File: src/rtl/rename_credit_tracker.sv
module rename_credit_tracker #(
  parameter int THREADS = 2,
  parameter int CW      = 6,
  parameter int WIDTH   = 4,
  parameter int EW      = 8
) (
  input  logic                  clk,
  input  logic                  rst_n,
  input  logic [THREADS-1:0]    rob_rpt_vld,
  input  logic [THREADS*CW-1:0] rob_rpt_free,
  input  logic [THREADS-1:0]    rob_rpt_empty,
  input  logic [THREADS-1:0]    iq_rpt_vld,
  input  logic [THREADS*CW-1:0] iq_rpt_free,
  input  logic [THREADS-1:0]    lsq_rpt_vld,
  input  logic [THREADS*CW-1:0] lsq_rpt_free,
  input  logic [THREADS*CW-1:0] disp_all,
  input  logic [THREADS*CW-1:0] disp_mem,
  input  logic [THREADS*CW-1:0] renamed,
  input  logic [THREADS*CW-1:0] avail,
  output logic [THREADS*CW-1:0] grant,
  output logic [THREADS-1:0]    block_req,
  output logic [THREADS*2-1:0]  limit_src,
  output logic [THREADS-1:0]    rob_empty,
  output logic [THREADS*CW-1:0] inflight,
  output logic [THREADS*EW-1:0] rob_full_evt,
  output logic [THREADS*EW-1:0] iq_full_evt,
  output logic [THREADS*EW-1:0] lsq_full_evt
);
  localparam int B = CW + 2;
  localparam logic signed [B-1:0] WID_S = B'(WIDTH);

  for (genvar t = 0; t < THREADS; t++) begin : g_thr
    logic [CW-1:0] rob_q, iq_q, lsq_q, infl_q;
    logic [EW-1:0] ev_rob_q, ev_iq_q, ev_lsq_q;
    logic          empty_q;

    logic signed [B-1:0] infl_s, dall_s, dmem_s, av_s, ren_s;
    logic signed [B-1:0] bud_rob, bud_iq, bud_lsq, bud_min, take, infl_nxt;
    logic [1:0]          src;
    logic                blk, evt;

    assign infl_s = $signed({2'b00, infl_q});
    assign dall_s = $signed({2'b00, disp_all[t*CW +: CW]});
    assign dmem_s = $signed({2'b00, disp_mem[t*CW +: CW]});
    assign av_s   = $signed({2'b00, avail[t*CW +: CW]});
    assign ren_s  = $signed({2'b00, renamed[t*CW +: CW]});

    assign bud_rob = $signed({2'b00, rob_q}) - (infl_s - dall_s);
    assign bud_iq  = $signed({2'b00, iq_q})  - (infl_s - dall_s);
    assign bud_lsq = $signed({2'b00, lsq_q}) - (infl_s - dmem_s);

    always_comb begin
      bud_min = bud_rob;
      src     = 2'd0;
      if (bud_iq < bud_min) begin
        bud_min = bud_iq;
        src     = 2'd1;
      end
      if (bud_lsq < bud_min) begin
        bud_min = bud_lsq;
        src     = 2'd2;
      end
    end

    always_comb begin
      take = '0;
      blk  = 1'b0;
      evt  = 1'b0;
      if (av_s != '0) begin
        if (bud_min <= 0) begin
          blk = 1'b1;
          evt = 1'b1;
        end else begin
          take = (bud_min < av_s) ? bud_min : av_s;
          if (bud_min < av_s) begin
            blk = 1'b1;
            evt = 1'b1;
          end
          if (take > WID_S) take = WID_S;
        end
      end
    end

    assign infl_nxt = infl_s + ren_s - dall_s;

    always_ff @(posedge clk) begin
      if (!rst_n) begin
        rob_q    <= '0;
        iq_q     <= '0;
        lsq_q    <= '0;
        infl_q   <= '0;
        empty_q  <= 1'b1;
        ev_rob_q <= '0;
        ev_iq_q  <= '0;
        ev_lsq_q <= '0;
      end else begin
        if (rob_rpt_vld[t]) begin
          rob_q   <= rob_rpt_free[t*CW +: CW];
          empty_q <= rob_rpt_empty[t];
        end
        if (iq_rpt_vld[t])  iq_q  <= iq_rpt_free[t*CW +: CW];
        if (lsq_rpt_vld[t]) lsq_q <= lsq_rpt_free[t*CW +: CW];
        infl_q <= infl_nxt[CW-1:0];
        if (evt) begin
          case (src)
            2'd0:    ev_rob_q <= ev_rob_q + 1'b1;
            2'd1:    ev_iq_q  <= ev_iq_q + 1'b1;
            default: ev_lsq_q <= ev_lsq_q + 1'b1;
          endcase
        end
      end
    end

    assign grant[t*CW +: CW]        = take[CW-1:0];
    assign block_req[t]             = blk;
    assign limit_src[t*2 +: 2]      = src;
    assign rob_empty[t]             = empty_q;
    assign inflight[t*CW +: CW]     = infl_q;
    assign rob_full_evt[t*EW +: EW] = ev_rob_q;
    assign iq_full_evt[t*EW +: EW]  = ev_iq_q;
    assign lsq_full_evt[t*EW +: EW] = ev_lsq_q;

    AST_NO_UNDERFLOW: assert property (@(posedge clk) disable iff (!rst_n)
      infl_nxt >= 0);
    AST_GRANT_BOUND: assert property (@(posedge clk) disable iff (!rst_n)
      (grant[t*CW +: CW] <= avail[t*CW +: CW]) && (int'(grant[t*CW +: CW]) <= WIDTH));
    AST_IDLE_QUIET: assert property (@(posedge clk) disable iff (!rst_n)
      (avail[t*CW +: CW] == '0) |-> (grant[t*CW +: CW] == '0 && !block_req[t]));
    AST_ROB_EVT: assert property (@(posedge clk) disable iff (!rst_n)
      (block_req[t] && limit_src[t*2 +: 2] == 2'd0) |=>
      rob_full_evt[t*EW +: EW] == EW'($past(rob_full_evt[t*EW +: EW]) + 1'b1));
    AST_EMPTY_HOLD: assert property (@(posedge clk) disable iff (!rst_n)
      !rob_rpt_vld[t] |=> $stable(rob_empty[t]));
  end
endmodule

File: config.mk
export PLATFORM = sky130hd
export DESIGN_NAME = rename_credit_tracker
export DESIGN_NICKNAME = d
export VERILOG_FILES = /design/src/rtl/rename_credit_tracker.sv
export SDC_FILE = /design/constraint.sdc
export NUM_CORES = 1
export LEC_CHECK = 0
export ABC_AREA = 1
export BUFFER_PORTS_ARGS = -buffer_cell sky130_fd_sc_hd__buf_4
export CAP_MARGIN = 5
export CORE_ASPECT_RATIO = 0.5
export CORE_MARGIN = 5
export CORE_UTILIZATION = 35
export CTS_BUF_LIST = sky130_fd_sc_hd__clkbuf_8
export DETAILED_ROUTE_END_ITERATION = 7
export SYNTH_ARGS = -nofsm -noshare
export SYNTH_HDL_FRONTEND = slang
export SYNTH_SLANG_ARGS = --single-unit
File: constraint.sdc
create_clock -name clk -period 6.7 [get_ports clk]
set_input_delay 0.335 -clock clk [delete_from_list [all_inputs] [get_ports clk]]
set_output_delay 0.335 -clock clk [all_outputs]
set_load 0.005 [all_outputs]
Yosys cells after proc, flatten, opt, wreduce, memory -nomap -nowiden --
Cells that the tools add are included.
Word-level totals: output and inout bits 80, flip-flop bits (word level) 98, word-level logic and storage cells 84, input port bits 94
Cells by class: $add $sub $neg 20, eq/ne operators 2, reduce and logical (&&, ||, !) cells 12, order comparisons 10, bitwise gates (word level) 2, muxes and demuxes 22
Operators by type and width (number):
- $add 8x1->8 const B | 6
- $mux 8 | 6
- $sub 7x7->8 | 6
- $mux 6 | 6
- $lt 8x8->1 | 4
- $sub 6x6->7 | 4
- $gt 8x4->1 const B | 2
- $le 8x1->1 const B | 2
- $lt 8x7->1 | 2
- $reduce_bool 8->1 | 2
- $add 6x6->6 | 2
- $reduce_and 2->1 | 6
- $sub 6x6->6 | 2
- $mux 1 | 8
- $eq 2x1->1 const B | 2
- $logic_not 2->1 | 2
- $mux 2 | 2
- $reduce_or 2->1 | 2
- $not 1->1 | 2

Logic depth before layout (Yosys ltp) --
Gate-level depths: netlist of run 1.
depth after elaboration 12, mapped depth 52, depth with buffers taken out 52

Worst setup path before layout of run 1 --
Ideal clock, no wire load.
path kind register -> output, start point reg g_thr[0].infl_q[0], end point out grant[0], arrival 6.532 ns, slack -0.167 ns, path buffers 2, required time 6.365 ns, cell stages (with the launch flop) 45, cells stage by stage dfxtp_1 -> inv_1 -> ha_1 -> inv_1 -> fa_1 -> fa_1 -> inv_1 -> a21oi_1 -> nand2_1 -> nand2_1 -> o21ai_0 -> o21ai_0 -> nand2_1 -> xor2_1 -> ha_1 -> nand2_1 -> a21oi_2 -> nand2_2 -> [9 not listed] -> nand2_2 -> nand2_2 -> nand3_1 -> nand2_1 -> inv_1 -> ha_1 -> a211oi_1 -> nand3_1 -> ha_1 -> inv_1 -> clkbuf_1 -> nand2_1 -> o21ai_0 -> nand2_1 -> nor2_1 -> a21o_1 -> nand2_1 -> nor2_1
On the way: word-level cells in the longest chain between the ends 12
RTL lines:
- start: declaration | RTL line 33 | logic [CW-1:0] rob_q, iq_q, lsq_q, infl_q;
- start signal: assignment | RTL line 103 | infl_q <= infl_nxt[CW-1:0];
- $sub 6x6->7 | RTL line 48, 49
- $sub 7x7->8, on equally long branches | RTL line 49, 48
- $lt 8x8->1 | RTL line 55 | if (bud_iq < bud_min) begin
- $mux 8 | RTL line 55
- $lt 8x8->1 | RTL line 59 | if (bud_lsq < bud_min) begin
- $mux 8 * | RTL line 59
- $lt 8x7->1 | RTL line 74 | take = (bud_min < av_s) ? bud_min : av_s;
- $mux 8 | RTL line 74
- $gt 8x4->1 | RTL line 79 | if (take > WID_S) take = WID_S;
- $mux 6 | RTL line 79
- $mux 6 * | RTL line 70 | if (bud_min <= 0) begin
- $mux 6 * | RTL line 69 | if (av_s != '0) begin
- end: declaration | RTL line 20 | output logic [THREADS*CW-1:0] grant,
Every way passes the cells marked *; elsewhere a longest branch is shown, timed or not.

Final worst setup path of run 1 --
start point reg g_thr[1].infl_q[0], end point out grant[7]
On the way: word-level cells in the longest chain between the ends 12
RTL lines (RTL line):
- start: declaration | 33
- start signal: assignment | 103
- $sub 6x6->7 | 48, 49
- $sub 7x7->8, on equally long branches | 49, 48
- $lt 8x8->1 | 55
- $mux 8 | 55
- $lt 8x8->1 | 59
- $mux 8 * | 59
- $lt 8x7->1 | 74
- $mux 8 | 74
- $gt 8x4->1 | 79
- $mux 6 | 79
- $mux 6 * | 70
- $mux 6 * | 69
Marked as above.

==> results.cfg, run 1 <==
[synthesis]
yosysUniqueCellTypes = 42
synth_warnings = 0
synth-seq-cells = 98
postSynthAreaPerCell_sq_um = 6.84
synth_area_sq_um = 9280
synth-seq-area-share_pct = 21.1
syn-num-nets = 1573
syn_inst = 1357

[cells_and_area]
areaGrowthSynthToFinish_pct = 51.0
final_cell_mix = 378 x sky130_fd_sc_hd__buf_4, 218 x sky130_fd_sc_hd__nand2_1, 201 x sky130_fd_sc_hd__inv_1
drive_above_1_share_pct = 40.0
layout_commonest_cell = sky130_fd_sc_hd__buf_4
finalNetCount = 1951

[clock_network]
numClockSinks = 98
clockRootBuffer = sky130_fd_sc_hd__clkbuf_8
cts_htree_levels = 3
clock_edge_transition_at_the_registers_on_the_reported_setup_and_hold_paths_ns = 0.10
cts_buffers = 9
clk-insertion-delay-late_ns = 0.40
post_cts_hold_buffer_count = 0
tritoncts_clock_tree = done
clockBufferDepth = 2

[route]
routed_via_density = 4.70
drtIter0Drc = 396
total_wirelength_of_the_detailed_routed_design_um = 28800
maxUsedRoutingLayer = met4
met3_length_um = 678
routed_wire_length_per_instance_um = 13.8
wirelength_met1_um = 12500
drt_drc_violations_left = 0
detail_route.first_pass.iterations = 5
detailroute.via_count = 9829
met2_wl_um = 15000
post_detailed_route_count_of_antenna_violating_nets = 0

[worst_hold_path]
holdPathStages = 3
timing.hold.worst.start = rob_rpt_empty[0]
classification_of_the_worst_slack_hold_path = input pin to register
whs_endpoint = g_thr[0].empty_q

[global_route]
antenna_found_initial = 1
grt.total_usage_pct = 18.1
grt_max_degree = 57
grt_pass1_vias = 9323
leftover_overflow_at_the_end_of_global_routing = 0
wire_length_of_the_first_global_routing_pass_um = 45600

[worst_setup_path]
cp-start-kind = register
required_ns = 6.36
rr_endpoint = g_thr[1].ev_iq_q[0]
crit_fanout = 5
criticalPathCategory = register to output port
worstSetupEndpointType = output port
ff2ff_path_depth = 49
worstPathArrival_ns = 6.75
r2r_path_start = g_thr[1].infl_q[0]
path_delay_family = buffers and inverters
worst_path_slowest_cell = sky130_fd_sc_hd__fa_2
r2r_setup_slk_ns = 0.12
slowest_delay_ns = 0.55
cp_num_buf_inv = 20
crit_path_depth = 48
timing.critical_path.mode_cell = sky130_fd_sc_hd__buf_4

[timing]
final_critical_path_setup_slack_ns = -0.382
drv_slew = 0
timing.slew.headroom_pct = 41.1
tightest_slew_ns = 0.878
grt_setup_unrepaired = true
worst_skew_ns = 0.0145
final-setup-viol-count = 13
timing.final.crit_share_pct = 106
final_hold_violating_endpoints = 0
finalSetupTns_ns = -3.46
fmaxAchievable_mhz = 141
period_minus_slack_ns = 7.08

[floorplanning]
fp.dieArea_sq_um = 30100
floorplan.initialDensity_pct = 35.3
width_of_the_die_um = 240
die_height_um = 125
design.core.area_sq_um = 26300
placementRows = 42
io_pins = 174

[flow_run]
maxCapViolCount = 0

[placement]
place.port_buffers = 173
gp_congestion = 0.862
hpwl_after_dpl_um = 20900

[outcome]
status = finished with violations
failed_checks = negative setup slack
[synth_stat cells]
cell / number / area share, %
sky130_fd_sc_hd__buf_6: 2 / 0.24
sky130_fd_sc_hd__a21oi_1: 115 / 6.2
sky130_fd_sc_hd__nor4_1: 1 / 0.067
sky130_fd_sc_hd__nand3_4: 8 / 1.5
sky130_fd_sc_hd__a211oi_1: 5 / 0.40
sky130_fd_sc_hd__nand2_4: 2 / 0.24
sky130_fd_sc_hd__nand3_1: 97 / 5.2
sky130_fd_sc_hd__o21ai_0: 78 / 4.2
sky130_fd_sc_hd__ha_1: 102 / 14
sky130_fd_sc_hd__o211ai_1: 3 / 0.24
sky130_fd_sc_hd__o21ai_2: 2 / 0.19
sky130_fd_sc_hd__xnor2_1: 34 / 3.2
sky130_fd_sc_hd__a21oi_2: 2 / 0.19
sky130_fd_sc_hd__fa_1: 20 / 4.3
sky130_fd_sc_hd__nand3_2: 13 / 1.4
sky130_fd_sc_hd__nor2_8: 1 / 0.22
sky130_fd_sc_hd__inv_1: 222 / 9.0
sky130_fd_sc_hd__buf_4: 6 / 0.49
sky130_fd_sc_hd__dfxtp_1: 98 / 21
sky130_fd_sc_hd__nor3_1: 11 / 0.59
sky130_fd_sc_hd__nand2_2: 26 / 1.8
sky130_fd_sc_hd__a31oi_1: 1 / 0.067
sky130_fd_sc_hd__nand3b_1: 4 / 0.32
sky130_fd_sc_hd__a21boi_0: 4 / 0.32
sky130_fd_sc_hd__nand2_1: 273 / 11
sky130_fd_sc_hd__nor2_4: 2 / 0.24
sky130_fd_sc_hd__xor2_1: 41 / 3.9
sky130_fd_sc_hd__dlygate4sd1_1: 1 / 0.094
sky130_fd_sc_hd__and2_1: 1 / 0.067
sky130_fd_sc_hd__buf_8: 2 / 0.32
sky130_fd_sc_hd__clkbuf_1: 16 / 0.65
sky130_fd_sc_hd__a21o_1: 5 / 0.40
sky130_fd_sc_hd__o21ai_1: 3 / 0.16
sky130_fd_sc_hd__nand4_1: 45 / 3.0
sky130_fd_sc_hd__nor2_1: 94 / 3.8
sky130_fd_sc_hd__clkinv_1: 2 / 0.081
sky130_fd_sc_hd__buf_2: 3 / 0.16
sky130_fd_sc_hd__or2_1: 1 / 0.067
sky130_fd_sc_hd__nor2_2: 5 / 0.34
sky130_fd_sc_hd__inv_2: 4 / 0.16
sky130_fd_sc_hd__o21a_2: 1 / 0.094
sky130_fd_sc_hd__nand4_2: 1 / 0.13
[worst min-delay path, cell delays in order]
cell	delay [ns]
sky130_fd_sc_hd__buf_4	0.07
sky130_fd_sc_hd__nand2_1	0.04
sky130_fd_sc_hd__nand3_1	0.06
[what timing repair did]
action,CTS,global route
setup buffers,63,15
gates resized for setup,174,146
pin swaps,104,103
cloned,4,1
endpoints found under the setup margin,38,62
[flip-flops by register name, indices dropped and copies added, names as in the netlist]
signal / flops
g_thr.lsq_q: 12
g_thr.rob_q: 12
g_thr.iq_q: 12
g_thr.empty_q: 2
g_thr.ev_rob_q: 16
g_thr.ev_iq_q: 16
g_thr.ev_lsq_q: 16
g_thr.infl_q: 12
[area by class of cell]
class,instances,area (sq um)
Multi-Input combinational cell,1004,7530
Fill cell,2517,12300
Timing Repair inverter,2,17.5
Inverter,228,876
Timing Repair Buffer,392,3010
Clock buffer,9,124
Antenna cell,1,2.50
Tap cell,352,440
Sequential cell,98,1960
Clock inverter,6,51.3
[per-layer routing]
metal / vias to the layer above / GRT usage (%)
li1: 5170 / -
met1: 4491 / 23.1
met2: 126 / 32.7
met3: 42 / 2.18
met4: 0 / 4.43
met5: - / 0
[kinds of logic (layout without fill, tap and decap cells)]
group,Yosys count,in the layout,share of synthesized area (%)
adders and majority gates,122,122,18.1
buffers and inverters,258,637,11.2
xor gates and xnor gates,75,75,7.08
DFF,98,98,21.1
and+or+nand+nor,585,588,30.1
AOI/OAI and AO/OA,219,219,12.5
other,0,1,0
[metrics by stage]
stage          instance area [sq um]  utilization (%)  worst slack [ns]  hold WS (ns)  cells
6_report                       14000             53.3            -0.382         0.145   2092
4_1_cts                        13300             50.5            -0.352         0.126   2076
5_1_grt                        14000             53.3            -0.815         0.137   2092
3_3_place_gp                   12000             45.5            -0.592         0.448   1996
3_5_place_dp                   12000             45.5            -0.692         0.451   1996
2_1_floorplan                   9290                -           0.00143         0.430   1357
[worst max path at each step]
stage / startpoint / to / slack (ns)
floorplan: g_thr[1].infl_q[0] / grant[10] / 0.001
global placement: disp_all[6] / grant[9] / -0.59
detailed placement: disp_all[6] / grant[10] / -0.69
CTS: g_thr[1].infl_q[0] / grant[10] / -0.35
global route: g_thr[1].infl_q[0] / grant[7] / -0.81
finish: g_thr[1].infl_q[0] / grant[7] / -0.38
Power of run 1 is left out: the tool's default activity adds up to more than one toggle a clock period on the data nets, which glitch-free logic cannot reach.
==> inputs of run 2 (changes only) <==
--- a/config.mk
+++ b/config.mk
@@ -13,6 +13,7 @@
 export CORE_UTILIZATION = 35
 export CTS_BUF_LIST = sky130_fd_sc_hd__clkbuf_8
 export DETAILED_ROUTE_END_ITERATION = 7
+export REMOVE_ABC_BUFFERS = 1
 export SYNTH_ARGS = -nofsm -noshare
 export SYNTH_HDL_FRONTEND = slang
 export SYNTH_SLANG_ARGS = --single-unit
==> run 2 against run 1 <==
Against the previous run:
- the flow still finishes with violations (negative setup slack)
- final area grew 1.1%
- worst hold slack lost 0.033 ns
- cell count grew 0.86%
- register-to-register slack lost 0.21 ns
- largest cell class unchanged
- highest routed layer unchanged
==> results.cfg, run 2 (synthesis gave the netlist of run 1 again) <==
[global_route]
leftover_overflow_at_the_end_of_global_routing = 0
wire_length_of_the_first_global_routing_pass_um = 45200
grt_max_degree = 56
antenna_found_initial = 0
grt.total_usage_pct = 18.0
grt_pass1_vias = 9701

[clock_network]
tritoncts_clock_tree = done
cts_htree_levels = 3
post_cts_hold_buffer_count = 0
clk-insertion-delay-late_ns = 0.42
clockRootBuffer = sky130_fd_sc_hd__clkbuf_8
cts_buffers = 9
numClockSinks = 98
clock_edge_transition_at_the_registers_on_the_reported_setup_and_hold_paths_ns = 0.11
clockBufferDepth = 2

[flow_run]
maxCapViolCount = 0

[floorplanning]
floorplan.initialDensity_pct = 35.3
width_of_the_die_um = 240
design.core.area_sq_um = 26300
io_pins = 174
fp.dieArea_sq_um = 30100
die_height_um = 125
placementRows = 42

[cells_and_area]
final_cell_mix = 379 x sky130_fd_sc_hd__buf_4, 219 x sky130_fd_sc_hd__nand2_1, 203 x sky130_fd_sc_hd__inv_1
fill_cells = 2488
drive_above_1_share_pct = 40.0
reg.largest.list = g_thr.ev_iq_q (16), g_thr.ev_lsq_q (16), g_thr.ev_rob_q (16)
layout_commonest_cell = sky130_fd_sc_hd__buf_4
areaGrowthSynthToFinish_pct = 52.7
finalNetCount = 1969
antenna_cells_inserted = 0

[timing]
period_minus_slack_ns = 7.22
grt_setup_unrepaired = true
timing.slew.headroom_pct = 35.1
worst_skew_ns = 0.0151
fmaxAchievable_mhz = 138
drv_slew = 0
timing.final.crit_share_pct = 108
tightest_slew_ns = 0.967
final_critical_path_setup_slack_ns = -0.522
finalHoldWorstSlack_ns = 0.112
final_hold_violating_endpoints = 0
final-setup-viol-count = 29

[route]
drtIter0Drc = 410
routed_via_density = 4.71
post_detailed_route_count_of_antenna_violating_nets = 0
drt_drc_violations_left = 0
detailroute.via_count = 9930
routed_wire_length_per_instance_um = 13.3
total_wirelength_of_the_detailed_routed_design_um = 28100
detail_route.first_pass.iterations = 5

[outcome]
failed_checks = negative setup slack
status = finished with violations

[worst_setup_path]
worstSetupEndpointType = output port
rr_endpoint = g_thr[1].ev_iq_q[0]
worstPathArrival_ns = 6.89
r2r_setup_slk_ns = -0.09
slowest_delay_ns = 0.55
r2r_path_start = g_thr[1].infl_q[0]
criticalPathCategory = register to output port
required_ns = 6.36
cp-start-kind = register
ff2ff_path_depth = 50
crit_fanout = 6
worst_path_slowest_cell = sky130_fd_sc_hd__fa_2

[placement]
hpwl_after_dpl_um = 20500
gp_congestion = 0.862
placement.setup.worst_slack_ns = -0.539
place.port_buffers = 173

[worst_hold_path]
holdPathStages = 3
timing.hold.worst.start = rob_rpt_empty[1]
whs_endpoint = g_thr[1].empty_q
classification_of_the_worst_slack_hold_path = input pin to register
-- run 2: final cells by class --
cell class                 count  area (sq um)  share of cell area [%]
clock inverter                 7           100                   0.706
timing repair buffer         409          3200                    22.6
multi-input combinational   1005          7450                    52.6
sequential                    98          1960                    13.9
tap                          352           440                    3.11
clock buffer                   9           124                   0.874
timing repair inverter         2          18.8                   0.132
inverter                     228           873                    6.16
-- run 2: through the flow --
step	TNS (ns)	cells	utilization, %	cell area, sq um
after floorplan	-1.10	1327	-	9100
after global placement	-6.06	2003	45.6	12000
after detailed placement	-8.48	2003	45.6	12000
after CTS	-3.81	2096	51.0	13400
after global routing	-22.72	2110	53.9	14200
final	-5.39	2110	53.9	14200
-- run 2: worst max-delay path by stage --
stage	slack [ns]	to	start	cells past startpoint
after CTS	-0.39	grant[11]	g_thr[1].infl_q[0]	48
after global routing	-1.05	grant[8]	g_thr[1].infl_q[0]	49
after detailed placement	-0.54	grant[10]	disp_all[6]	46
after global placement	-0.52	grant[11]	disp_all[6]	46
final	-0.52	grant[8]	g_thr[1].infl_q[0]	47
after floorplan	-0.12	grant[0]	g_thr[0].infl_q[0]	41
-- run 2: layer usage --
metal	vias to the layer above	share of wire [%]	track usage, %
met5	-	0	0
met4	0	1.3	3.23
met2	105	51	33.0
li1	5208	-	-
met3	26	3.1	3.78
met1	4591	44	22.0
-- run 2: critical path: cells and delay by family, from the launching register on --
kind	cells	cell delay, ns
xor+xnor	1	0.07
compound gates	9	1.21
flops	1	0.35
simple gates	20	1.71
fa+ha+maj	7	2.16
buf+inv	10	0.97
-- run 2: timing repair --
item,4_1_cts,5_1_grt
cloned,2,4
setup buffers,76,16
pin swaps,111,102
endpoints found under the setup margin,35,62
gates resized for setup,161,154
Power of run 2 is left out for the same reason.
